### src/rtl/fx_rx_pkg.sv
package fx_rx_pkg;
  localparam int CG_W  = 5;
  localparam int NIB_W = 4;

  localparam logic [CG_W-1:0] CG_J    = 5'b11000;
  localparam logic [CG_W-1:0] CG_K    = 5'b10001;
  localparam logic [CG_W-1:0] CG_TC   = 5'b01101;
  localparam logic [CG_W-1:0] CG_RC   = 5'b00111;
  localparam logic [CG_W-1:0] CG_IDLC = 5'b11111;

  localparam logic [NIB_W-1:0] NIB_PRE = 4'b0101;
  localparam logic [NIB_W-1:0] NIB_FC  = 4'b1110;
  localparam logic [NIB_W-1:0] NIB_ERR = 4'b0110;

  typedef enum logic [2:0] {CG_DATA, CG_IDLE, CG_T, CG_R, CG_BAD} cg_kind_e;
  typedef enum logic [2:0] {ST_IDLE, ST_SEARCH, ST_FRAME, ST_FCAR, ST_CLOSE} rx_st_e;
endpackage

### src/rtl/fx_rx_window.sv
module fx_rx_window
  import fx_rx_pkg::*;
#(
  parameter int GW = CG_W
) (
  input  logic          clk_i,
  input  logic          rst_ni,
  input  logic          bit_i,
  input  logic          bit_vld_i,
  output logic [GW-1:0] grp_o,
  output logic          jk_o,
  output logic          split_o
);
  localparam int WIN_W   = 2 * GW;
  localparam int FAR_TOP = WIN_W - 5; // first zero sits at WIN_W-3 on evaluation

  logic [WIN_W-1:0] sh_q;
  logic [WIN_W-1:0] win;

  assign win = {sh_q[WIN_W-2:0], bit_i};

  always_ff @(posedge clk_i or negedge rst_ni) begin
    if (!rst_ni)        sh_q <= '1;
    else if (bit_vld_i) sh_q <= win;
  end

  assign grp_o   = win[GW-1:0];
  assign jk_o    = (win == {CG_J, CG_K});
  assign split_o = |(~win[FAR_TOP:0]);
endmodule

### src/rtl/fx_rx_group_dec.sv
module fx_rx_group_dec
  import fx_rx_pkg::*;
(
  input  logic [CG_W-1:0]  grp_i,
  output cg_kind_e         kind_o,
  output logic [NIB_W-1:0] nib_o
);
  always_comb begin
    kind_o = CG_DATA;
    nib_o  = '0;
    case (grp_i)
      5'b11110: nib_o = 4'h0;
      5'b01001: nib_o = 4'h1;
      5'b10100: nib_o = 4'h2;
      5'b10101: nib_o = 4'h3;
      5'b01010: nib_o = 4'h4;
      5'b01011: nib_o = 4'h5;
      5'b01110: nib_o = 4'h6;
      5'b01111: nib_o = 4'h7;
      5'b10010: nib_o = 4'h8;
      5'b10011: nib_o = 4'h9;
      5'b10110: nib_o = 4'hA;
      5'b10111: nib_o = 4'hB;
      5'b11010: nib_o = 4'hC;
      5'b11011: nib_o = 4'hD;
      5'b11100: nib_o = 4'hE;
      5'b11101: nib_o = 4'hF;
      CG_IDLC:  kind_o = CG_IDLE;
      CG_TC:    kind_o = CG_T;
      CG_RC:    kind_o = CG_R;
      default:  kind_o = CG_BAD;
    endcase
  end
endmodule

### src/rtl/fx_rx_framer.sv
module fx_rx_framer
  import fx_rx_pkg::*;
#(
  parameter int QUIET_RUN = 10
) (
  input  logic             clk_i,
  input  logic             rst_ni,
  input  logic             bit_i,
  input  logic             bit_vld_i,
  input  logic             sync_lost_i,
  output logic             nib_stb_o,
  output logic             rx_dv_o,
  output logic             rx_er_o,
  output logic [NIB_W-1:0] rxd_o
);
  localparam int WIN_W       = 2 * CG_W;
  localparam int SEARCH_BITS = WIN_W - 3;
  localparam int CNT_W       = $clog2(SEARCH_BITS);
  localparam int ONES_W      = $clog2(QUIET_RUN + 1);
  localparam logic [CNT_W-1:0]  SEARCH_LAST = CNT_W'(SEARCH_BITS - 1);
  localparam logic [CNT_W-1:0]  GRP_LAST    = CNT_W'(CG_W - 1);
  localparam logic [ONES_W-1:0] RUN_LAST    = ONES_W'(QUIET_RUN - 1);

  logic [CG_W-1:0]  grp;
  logic             jk, split;
  cg_kind_e         kind;
  logic [NIB_W-1:0] dec_nib;

  fx_rx_window #(.GW(CG_W)) u_window (
    .clk_i, .rst_ni, .bit_i, .bit_vld_i,
    .grp_o(grp), .jk_o(jk), .split_o(split)
  );

  fx_rx_group_dec u_dec (.grp_i(grp), .kind_o(kind), .nib_o(dec_nib));

  rx_st_e            st_q, st_d;
  logic [CNT_W-1:0]  cnt_q, cnt_d;
  logic [ONES_W-1:0] ones_q, ones_d;
  logic [NIB_W-1:0]  hold_nib_q, hold_nib_d;
  logic              hold_er_q, hold_er_d;
  logic              idle1_q, idle1_d, t_seen_q, t_seen_d, sl_q, sl_d;
  logic              stb_d, dv_d, er_d;
  logic [NIB_W-1:0]  rxd_d;
  logic              grp_end;

  assign grp_end = (cnt_q == GRP_LAST);

  always_comb begin
    st_d = st_q; cnt_d = cnt_q; ones_d = ones_q;
    hold_nib_d = hold_nib_q; hold_er_d = hold_er_q;
    idle1_d = idle1_q; t_seen_d = t_seen_q;
    sl_d  = sl_q | (sync_lost_i && st_q == ST_FRAME);
    stb_d = 1'b0; dv_d = rx_dv_o; er_d = rx_er_o; rxd_d = rxd_o;
    if (bit_vld_i) begin
      case (st_q)
        ST_IDLE: if (!bit_i) begin st_d = ST_SEARCH; cnt_d = '0; end
        ST_SEARCH: begin
          if (cnt_q == SEARCH_LAST) begin
            cnt_d = '0;
            if (jk) begin
              st_d = ST_FRAME; stb_d = 1'b1; dv_d = 1'b1; er_d = 1'b0; rxd_d = NIB_PRE;
              hold_nib_d = NIB_PRE; hold_er_d = 1'b0;
              idle1_d = 1'b0; t_seen_d = 1'b0; sl_d = 1'b0;
            end else if (split) begin
              st_d = ST_FCAR; stb_d = 1'b1; dv_d = 1'b0; er_d = 1'b1; rxd_d = NIB_FC;
              ones_d = '0;
            end else begin
              st_d = ST_IDLE;
            end
          end else begin
            cnt_d = cnt_q + 1'b1;
          end
        end
        ST_FRAME: begin
          cnt_d = grp_end ? '0 : cnt_q + 1'b1;
          if (grp_end) begin
            sl_d = 1'b0;
            if (sl_q || sync_lost_i) begin
              st_d = ST_CLOSE; stb_d = 1'b1; dv_d = 1'b1; er_d = 1'b1; rxd_d = NIB_ERR;
            end else if (t_seen_q) begin
              stb_d = 1'b1;
              if (kind == CG_R) begin
                st_d = ST_IDLE; dv_d = 1'b0; er_d = 1'b0; rxd_d = '0;
              end else begin
                st_d = ST_CLOSE; dv_d = 1'b1; er_d = 1'b1; rxd_d = NIB_ERR;
              end
            end else begin
              // output lags one group: present the held nibble
              stb_d = 1'b1; dv_d = 1'b1; er_d = hold_er_q; rxd_d = hold_nib_q;
              case (kind)
                CG_DATA: begin hold_nib_d = dec_nib; hold_er_d = 1'b0; idle1_d = 1'b0; end
                CG_T:    t_seen_d = 1'b1;
                CG_IDLE: begin
                  if (idle1_q) st_d = ST_CLOSE;
                  idle1_d = 1'b1; hold_nib_d = NIB_ERR; hold_er_d = 1'b1;
                end
                default: begin hold_nib_d = NIB_ERR; hold_er_d = 1'b1; idle1_d = 1'b0; end
              endcase
            end
          end
        end
        ST_FCAR: begin
          cnt_d  = grp_end ? '0 : cnt_q + 1'b1;
          ones_d = bit_i ? ones_q + 1'b1 : '0;
          if (bit_i && ones_q == RUN_LAST) begin
            st_d = ST_IDLE; stb_d = 1'b1; dv_d = 1'b0; er_d = 1'b0; rxd_d = '0;
          end else if (grp_end) begin
            stb_d = 1'b1; dv_d = 1'b0; er_d = 1'b1; rxd_d = NIB_FC;
          end
        end
        ST_CLOSE: begin
          cnt_d = grp_end ? '0 : cnt_q + 1'b1;
          if (grp_end) begin
            st_d = ST_IDLE; stb_d = 1'b1; dv_d = 1'b0; er_d = 1'b0; rxd_d = '0;
          end
        end
        default: st_d = ST_IDLE;
      endcase
    end
  end

  always_ff @(posedge clk_i or negedge rst_ni) begin
    if (!rst_ni) begin
      st_q <= ST_IDLE; cnt_q <= '0; ones_q <= '0;
      hold_nib_q <= '0; hold_er_q <= 1'b0;
      idle1_q <= 1'b0; t_seen_q <= 1'b0; sl_q <= 1'b0;
      nib_stb_o <= 1'b0; rx_dv_o <= 1'b0; rx_er_o <= 1'b0; rxd_o <= '0;
    end else begin
      st_q <= st_d; cnt_q <= cnt_d; ones_q <= ones_d;
      hold_nib_q <= hold_nib_d; hold_er_q <= hold_er_d;
      idle1_q <= idle1_d; t_seen_q <= t_seen_d; sl_q <= sl_d;
      nib_stb_o <= stb_d; rx_dv_o <= dv_d; rx_er_o <= er_d; rxd_o <= rxd_d;
    end
  end

  assert_hold_R13: assert property (@(posedge clk_i) disable iff (!rst_ni)
    !nib_stb_o |-> ($stable(rx_dv_o) && $stable(rx_er_o) && $stable(rxd_o)));

  assert_quiet_R10: assert property (@(posedge clk_i) disable iff (!rst_ni)
    !bit_vld_i |=> !nib_stb_o);

  assert_fc_code_R5: assert property (@(posedge clk_i) disable iff (!rst_ni)
    (rx_er_o && !rx_dv_o) |-> (rxd_o == NIB_FC));

  assert_err_code_R7: assert property (@(posedge clk_i) disable iff (!rst_ni)
    (rx_er_o && rx_dv_o) |-> (rxd_o == NIB_ERR));

  assert_sof_R2: assert property (@(posedge clk_i) disable iff (!rst_ni)
    $rose(rx_dv_o) |-> (rxd_o == NIB_PRE && !rx_er_o));
endmodule

### config.mk
export PLATFORM = sky130hd
export DESIGN_NAME = fx_rx_framer
export DESIGN_NICKNAME = d
export VERILOG_FILES = /design/src/rtl/fx_rx_pkg.sv /design/src/rtl/fx_rx_window.sv /design/src/rtl/fx_rx_group_dec.sv /design/src/rtl/fx_rx_framer.sv
export SDC_FILE = /design/constraint.sdc
export NUM_CORES = 1
export LEC_CHECK = 0
export BUFFER_PORTS_ARGS = -buffer_cell sky130_fd_sc_hd__buf_2
export CAP_MARGIN = 20
export CORE_ASPECT_RATIO = 1.5
export CORE_UTILIZATION = 40
export DETAILED_ROUTE_END_ITERATION = 8
export PLACE_DENSITY_LB_ADDON = 0.2
export SYNTH_ARGS = -nofsm -noshare
export SYNTH_HDL_FRONTEND = slang
export SYNTH_SLANG_ARGS = --single-unit
### constraint.sdc
create_clock -name clk_i -period 3 [get_ports clk_i]
set_clock_uncertainty 0.05 [all_clocks]
set_input_delay 0.45 -clock clk_i [delete_from_list [all_inputs] [get_ports clk_i]]
set_output_delay 0.45 -clock clk_i [all_outputs]
set_load 0.01 [all_outputs]
# Word level (Yosys, flattened, before mapping)
# Index checks and enable logic that the tools add are counted.
# op_classes
n_addsub	2
eq_ne	45
mux	91
bitwise_logic	2
n_reduce_logical	20
# op_table
operator	n
4-bit 2-to-1 mux	18
5-bit equality test (second input constant)	12
4-bit one-hot mux with 15 select lines	1
3-bit 2-to-1 mux	14
1-bit 2-to-1 mux	40
5-bit by 4-bit equality test with 1-bit output (second input constant)	6
4-bit one-hot mux with 2 select lines	3
2-bit inequality test (second input constant)	11
4-bit one-hot mux with 4 select lines	1
8-bit AND reduction	2
16-bit OR reduction	1
3-bit one-hot mux with 5 select lines	1
3-bit by 2-bit equality test with 1-bit output (second input constant)	4
1-bit one-hot mux with 2 select lines	6
3-bit one-hot mux with 4 select lines	1
10-bit equality test (second input constant)	1
5-bit AND reduction	2
3-bit equality test (second input constant)	3
3-bit one-hot mux with 3 select lines	1
1-bit one-hot mux with 4 select lines	2
7-bit AND reduction	1
3-bit by 1-bit equality test with 1-bit output (second input constant)	2
3-bit logical NOT	2
3-bit inequality test (second input constant)	2
20 further kinds	23
# word_totals
reg_bits	34
inputBits	5
output_inout_bits	7
elab_cells	173

# Depth between registers and ports, before layout
# Gate-level depths: netlist of the first run.
# depth
ltp_word	9
depth_mapped	7
mapped_depth_nobuf	7

# Hierarchy
# A second synthesis of the first run with hierarchy kept.
# hier_totals
cells_unflattened	226
hier_area_um2	2247.2
# modules_own_cells
module	instances	cells_each	area_per_inst_um2	seq_area_each_um2
fx_rx_framer	1	170	1635.3	625.6
fx_rx_window	1	29	420.4	236.5
fx_rx_group_dec	1	27	191.4	0.0

# Worst setup path before layout of the first run
# No wires, ideal clock.
# synth_path
path_type	reg2reg
startpoint	register u_window.sh_q[2]
endpoint	register rx_er_o
setup_ns	0.125
arrival_ns	1.887
required_ns	2.825
slack_ns	0.938
stages_incl_launch_ff	7
path_buffers	1
synth_period_minus_slack_ns	2.062
cell_sequence	dfstp_2 clkbuf_1 and2_1 nand3_1 nor3b_1 o21ai_2 mux2_2
# synth_via
elab_chain_len	9
word_cells_on_any_way	34
cone_classes	eq/ne (22); mux (8); bitwise (1); reduce/logical (3)
# synth_lines
item	line_no	text
from (decl)	fx_rx_window.sv:17	logic [WIN_W-1:0] sh_q;
from (signal assigned)	fx_rx_window.sv:24	else if (bit_vld_i) sh_q <= win;
5-bit equality test or 5-bit by 4-bit equality test with 1-bit output (tied branches)	fx_rx_group_dec.sv:11	case (grp_i)
16-bit OR reduction (no source line)	-	
3-bit one-hot mux with 4 select lines	fx_rx_group_dec.sv:11	
3-bit by 2-bit equality test with 1-bit output	fx_rx_framer.sv:82	if (kind == CG_R) begin
1-bit 2-to-1 mux	fx_rx_framer.sv:82	
1-bit 2-to-1 mux	fx_rx_framer.sv:80	end else if (t_seen_q) begin
1-bit 2-to-1 mux	fx_rx_framer.sv:78	if (sl_q || sync_lost_i) begin
1-bit 2-to-1 mux	fx_rx_framer.sv:76	if (grp_end) begin
1-bit one-hot mux with 4 select lines	fx_rx_framer.sv:55	case (st_q)
to (signal assigned)	fx_rx_framer.sv:132	nib_stb_o <= stb_d; rx_dv_o <= dv_d; rx_er_o <= er_d; rxd_o <= rxd_d;
to (decl)	fx_rx_framer.sv:13	output logic rx_er_o,
# Several ways; a longest one is shown, not always the timed one. The select of a mux whose other input is x is not followed.
# A chain may end at the register's enable or synchronous reset.

# Worst setup path after layout of the first run
# layout_path
startpoint	register st_q[0]
endpoint	register hold_nib_q[1]
# layout_via
elab_chain_len	3
word_cells_on_any_way	11
cone_classes	eq/ne (8); mux (1); reduce/logical (2)
# layout_lines
item	line_no	text
from (decl)	fx_rx_framer.sv:36	rx_st_e st_q, st_d;
from (signal assigned)	fx_rx_framer.sv:129	st_q <= st_d; cnt_q <= cnt_d; ones_q <= ones_d;
3-bit by 2-bit equality test with 1-bit output or 3-bit by 1-bit equality test with 1-bit output (tied branches)	fx_rx_framer.sv:55	
2-bit inequality test (no source line) or 2-bit nonzero test (tied branches)	-	
8-bit AND reduction (no source line)	-	
to (signal assigned)	fx_rx_framer.sv:130	hold_nib_q <= hold_nib_d; hold_er_q <= hold_er_d;
to (decl)	fx_rx_framer.sv:39	logic [NIB_W-1:0] hold_nib_q, hold_nib_d;
# Several ways; a longest one is shown, not always the timed one.

==> reports/qor.yml, run 1 <==
status: "complete, no violations"
grt_pass1_vias: 1660
crit_type: "register to register"
crit_chain: "or3b_2 -> nand4b_1 -> a21boi_4 -> mux2_2"
yosysTopAreaCellShare: 0.3005
async_flop_share: 1.000
synth_compound_area_frac: 0.2121
route.detailed.drc: 0
gp_congestion: 0.8367
synthCells: 218
hpwl_um: 3382
cts_resized: 0
start_kind: "register"
h-tree-depth: 2
synth_xor_xnor_area_share: 0.004207
cts_sinks: 34
synth_ff_type: "dfrtp_1"
final_nets: 234
grt_start_max_net_pins: 35
cpMaxStageDelayCell: "dfrtp_1"
diodes: 0
antenna_found_initial: 0
synthAdderAreaFrac: 0.03005
synth_top_family_by_area: "compound AO/OA/AOI/OAI gates"
yosys.area_share.simple: 0.1839
fmax_mhz: 424.0
final_common_cell: "dfrtp_1"
final.min_clock_period_ps: 2358
cts-root-buf: "clkbuf_8"
cpPeakStageDelay_ps: 630
wire_per_inst_um: 15.66
fin_util: 0.4559
synth.area.mux_share: 0.1016
ys_types: 55
final_cell_mix: "25 x dfrtp_1, 17 x o21ai_0, 16 x mux2_2"
powerDensity_nw_per_um2: 686.3
cts.clk_slew.worst_paths_ps: 70
synthToLayoutAreaGrowth_pct: 7.872
antenna_left: 0
path_max_fanout: 17
placementRows: 31
period_share: 0.7862
synth_edf_count: 0
post_cts_buffers: 0
rsz0062_at_grt: "false"
drtIter0Drc: 62
core_um2: 4926
cts_buffers: 5
start_util: 0.4227
max_cap_viol_count: 0
grt.overflow.total: 0
hold_path.class: "input pin to async pin"
synth_area_leaders: "dfrtp_1 30%, dfstp_2 11%, mux2_2 8.7%"
power_mw: 1.541
via_count: 1616
clock_latency_ps: 290
fin_tns_setup_ps: 0
ys_warn_count: 0
die_w_um: 60.91
end_kind: "register"
io_buffers: 11
wirelength_um: 4558
syn_area_per_cell_um2: 9.550
worstPathArrival_ps: 2490
setup_viol: 0
hold_viol: 0
syn_area_um2: 2082
grt_pass1_wl_um: 7907
maxSlewHeadroom: 0.5071
ctsHoldBuffers: 0
p_leak_nw: 0.9649
maxSlewViolCount: 0
drt_first_pass_iters: 4
dieHeight_um: 90.36
pin_count: 12
worst_pin_slew_ps: 739.3
vias_per_cell: 5.553
drive_above_1_share: 0.2311
seq_area_frac_synth: 0.4141
synth_nets: 228
track_usage: 0.1938
peakVddDrop_v: 0.0003868
synth_top_cell_by_area: "dfrtp_1"
clk_path_buf_depth: 2
worstPathRequired_ps: 3130
cts_tree: "done"
dieArea_um2: 5503
ys_seq_elements: 34
-- cell type report --
| cell class | instances | area [µm²] |
|---|---|---|
| multi-input cells | 157 | 1107 |
| flip-flops and latches | 34 | 862.1 |
| inverters | 15 | 56.30 |
| clock inverters | 2 | 10.01 |
| repair buffers | 11 | 55.05 |
| fillers | 521 | 2680 |
| well taps | 66 | 82.58 |
| clock buffers | 6 | 72.57 |
-- worst max-delay path, delay by kind of cell (launching register included) --
family,cells,cell delay (ps)
AND/OR/NAND/NOR,2,880
flip-flops,1,630
multiplexers,1,370
AO/OA/AOI/OAI,1,330
-- cell usage after synthesis, drive strengths merged, types with 3 or more instances --
library cell,n
a21o,5
clkbuf,8
dfstp,9
ha,5
nand2,14
nand2b,4
o31ai,3
a211oi,4
and3,3
or2,3
nor3,9
inv,15
buf,4
nand3,9
o21ai,18
nor2,8
mux2,17
o211ai,3
a21oi,13
o22ai,3
dfrtp,25
-- kinds of logic after synthesis --
kind of cell	count (synthesis)
fa+ha+maj	5
simple gates	67
compound gates	65
buf+inv	27
xor+xnor	1
mux	19
flops	34
-- registers in the layout (all words and copies together) (netlist names), 3 cells and up --
| signal | flops |
|---|---|
| rxd_o | 4 |
| cnt_q | 3 |
| u_window.sh_q | 9 |
| st_q | 3 |
| ones_q | 4 |
| hold_nib_q | 4 |
-- metal layers --
metal,vias up,track usage,part of all wire
met2,15,0.3223,0.52
met4,0,0.08144,0.027
li1,809,-,-
met5,-,0,0
met1,782,0.2358,0.43
met3,10,0.03725,0.019
-- through the flow --
step / std cells / hold WS (ps) / worst slack, ps / instance area [µm²]
3_5_place_dp: 283 / 438.1 / 671.0 / 2163
4_1_cts: 291 / 197.5 / 644.3 / 2246
2_1_floorplan: 218 / 104.4 / 937.9 / 2082
6_report: 291 / 164.9 / 641.5 / 2246
3_3_place_gp: 283 / 434.2 / 699.3 / 2163
5_1_grt: 291 / 253.5 / 532.8 / 2246
-- report_power, final --
part	internal [mW]	total, mW	switching (mW)
clock	0.161	0.327	0.166
sequential	0.585	0.714	0.130
combinational	0.232	0.500	0.268
total	0.978	1.54	0.563
-- path summary, 6_finish.rpt --
| kind | from | end | slack, ps | cells past startpoint |
|---|---|---|---|---|
| max | st_q[0]$_DFFE_PN0P_ | hold_nib_q[1]$_DFFE_PN0P_ | 640 | 4 |
| min reg2reg | rx_dv_o$_DFFE_PN0P_ | rx_dv_o$_DFFE_PN0P_ | 450 | 1 |
| max in group asynchronous | rst_ni | rxd_o[1]$_DFFE_PN0P_ | 2260 | 1 |
| max reg2reg | st_q[0]$_DFFE_PN0P_ | hold_nib_q[1]$_DFFE_PN0P_ | 640 | 4 |
| min | rst_ni | sl_q$_DFF_PN0_ | 160 | 1 |
| min in group clk_i | rx_dv_o$_DFFE_PN0P_ | rx_dv_o$_DFFE_PN0P_ | 450 | 1 |
Power figures use the tool's default switching activity.
==> run 2, diff against run 1 <==
Clock period 3 ns to 2.05 ns, I/O delays scaled along.
==> reports/qor.yml, run 2 (same netlist as run 1, synthesis figures left out) <==
cts_tree: "done"
path_buf_inv: 0  # unchanged
clk_path_buf_depth: 2  # unchanged
dieArea_um2: 5503  # unchanged
diodes: 0  # unchanged
pin_count: 12  # unchanged
clock_latency_ps: 290  # about the same
cts.clk_slew.worst_paths_ps: 80  # about the same
hold_viol: 0  # unchanged
max_cap_viol_count: 0  # unchanged
setup.worst_path.end: "hold_nib_q[3]$_DFFE_PN0P_"
ctsHoldBuffers: 0  # unchanged
end_kind: "register"
period_share: 0.9618  # +0.1756
worstPathArrival_ps: 2090  # -400 ps
start_util: 0.4227  # unchanged
fmax_mhz: 507.2  # +20%
grt.overflow.total: 0  # unchanged
antenna_found_initial: 0  # unchanged
final_common_cell: "buf_4"
largest_reg_flops: 9  # unchanged
start_kind: "register"
grt_start_max_net_pins: 35  # unchanged
drtIter0Drc: 144  # +130%
crit_chain: "nor4bb_4 -> nand4b_1 -> a21boi_4 -> mux2_2"
cpPeakStageDelay_ps: 550  # -80 ps
crit_path_start: "u_window.sh_q[7]$_DFFE_PN1P_"
cpMaxStageDelayCell: "dfstp_2"
grt_pass1_wl_um: 8631  # +9.2%
setup_viol: 0  # unchanged
status: "complete, no violations"
peakVddDrop_v: 0.0004131  # +6.8%
rrSetupSlack_ps: 80  # -560 ps
die_w_um: 60.91  # unchanged
final_nets: 262  # +12%
drive_above_1_share: 0.3597  # +0.1286
dieHeight_um: 90.36  # unchanged
io_buffers: 11  # unchanged
critical-path-top-delay-family: "simple AND/OR/NAND/NOR gates"
worstReg2RegEnd: "hold_nib_q[3]$_DFFE_PN0P_"
path_max_fanout: 6  # -11
track_usage: 0.2069  # +0.01313
cp_num_cells: 4  # unchanged
wirelength_um: 4977  # +9.2%
wire_per_inst_um: 15.60  # -0.39%
power_mw: 2.522  # +64%
final.min_clock_period_ps: 1972  # -386.8 ps
core_um2: 4926  # unchanged
cts_buffers: 5  # unchanged
cts_sinks: 34  # unchanged
hold_path.class: "input pin to async pin"
holdWs_ps: 37.27  # -127.7 ps
final_cell_mix: "27 x buf_4, 25 x dfrtp_1, 16 x o21ai_0, 16 x mux2_2, 15 x inv_1"
rr_worst_depth: 4  # unchanged
antenna_left: 0  # unchanged
route.detailed.drc: 0  # unchanged
regToRegStartpoint: "u_window.sh_q[7]$_DFFE_PN1P_"
synthToLayoutAreaGrowth_pct: 22.90
maxSlewHeadroom: 0.4899  # -0.01725
vias_per_cell: 5.583  # +0.54%
worstPathRequired_ps: 2170  # -960 ps
gp_congestion: 0.8108  # -3.1%
hpwl_um: 3655  # +8.1%
maxSlewViolCount: 0  # unchanged
h-tree-depth: 2  # unchanged
drt_first_pass_iters: 4  # unchanged
p_leak_nw: 1.127  # +17%
via_count: 1781  # +10%
worst_pin_slew_ps: 765.2  # +25.87 ps
placementRows: 31  # unchanged
cts-root-buf: "clkbuf_8"
crit_type: "register to register"
regMostFlops: "u_window.sh_q"
grt_pass1_vias: 1829  # +10%
powerDensity_nw_per_um2: 985.5  # +44%
[run 2: worst min path at each step]
stage,start,end,slack [ps],depth (start not counted)
5_1_grt,rst_ni,ones_q[3]$_DFFE_PN0P_,100,1
3_3_place_gp,rst_ni,t_seen_q$_DFFE_PN0P_,380,1
3_5_place_dp,rst_ni,t_seen_q$_DFFE_PN0P_,390,1
2_1_floorplan,rst_ni,cnt_q[0]$_DFFE_PN0P_,-40,0
4_1_cts,rst_ni,t_seen_q$_DFFE_PN0P_,80,1
6_report,rst_ni,ones_q[3]$_DFFE_PN0P_,40,1
[run 2: routing by layer]
layer | track usage | share of wire | vias up | wire (µm)
li1 | - | - | 868 | -
met1 | 0.2573 | 0.41 | 855 | 2058
met2 | 0.3425 | 0.53 | 47 | 2643
met3 | 0.03009 | 0.027 | 11 | 135
met4 | 0.09091 | 0.028 | 0 | 140
met5 | 0 | 0 | - | 0
[run 2: worst reg2reg max path: stages (launching register included)]
cell and delay [ps]:
dfstp_2 550, nor4bb_4 330, nand4b_1 250, a21boi_4 320, mux2_2 370
[run 2: what timing repair did]
| item | CTS | global route |
|---|---|---|
| resized for setup | 1 | 18 |
| setup buffers | 0 | 1 |
| setup endpoints to repair | 1 | 17 |
| pin swaps | 0 | 5 |
| hold endpoints to repair | 0 | 0 |
[run 2: area by class of cell]
cell class | instances | area (µm²)
inverters | 15 | 56.30
multi-input cells | 157 | 1197
fillers | 482 | 2367
flip-flops and latches | 34 | 862.1
well taps | 66 | 82.58
repair buffers | 39 | 269.0
clock buffers | 7 | 86.33
clock inverters | 1 | 5.005
[run 2: stage by stage]
step,cells,setup TNS [ps],area (µm²),worst slack (ps),utilization
2_1_floorplan,218,0,2083,21.00,-
3_3_place_gp,310,0,2366,29.37,0.4803
3_5_place_dp,310,0,2366,8.063,0.4803
4_1_cts,318,0,2464,4.134,0.5001
5_1_grt,319,-78.72,2559,-24.83,0.5194
6_report,319,0,2559,78.33,0.5194
[run 2: power breakdown]
group          total (mW)  switching [mW]  leakage (nW)  internal (mW)
Clock               0.522           0.251        0.0482          0.271
Combinational        1.03           0.539         0.668          0.488
Sequential          0.972           0.116         0.410          0.856
Total                2.52           0.906          1.13           1.62
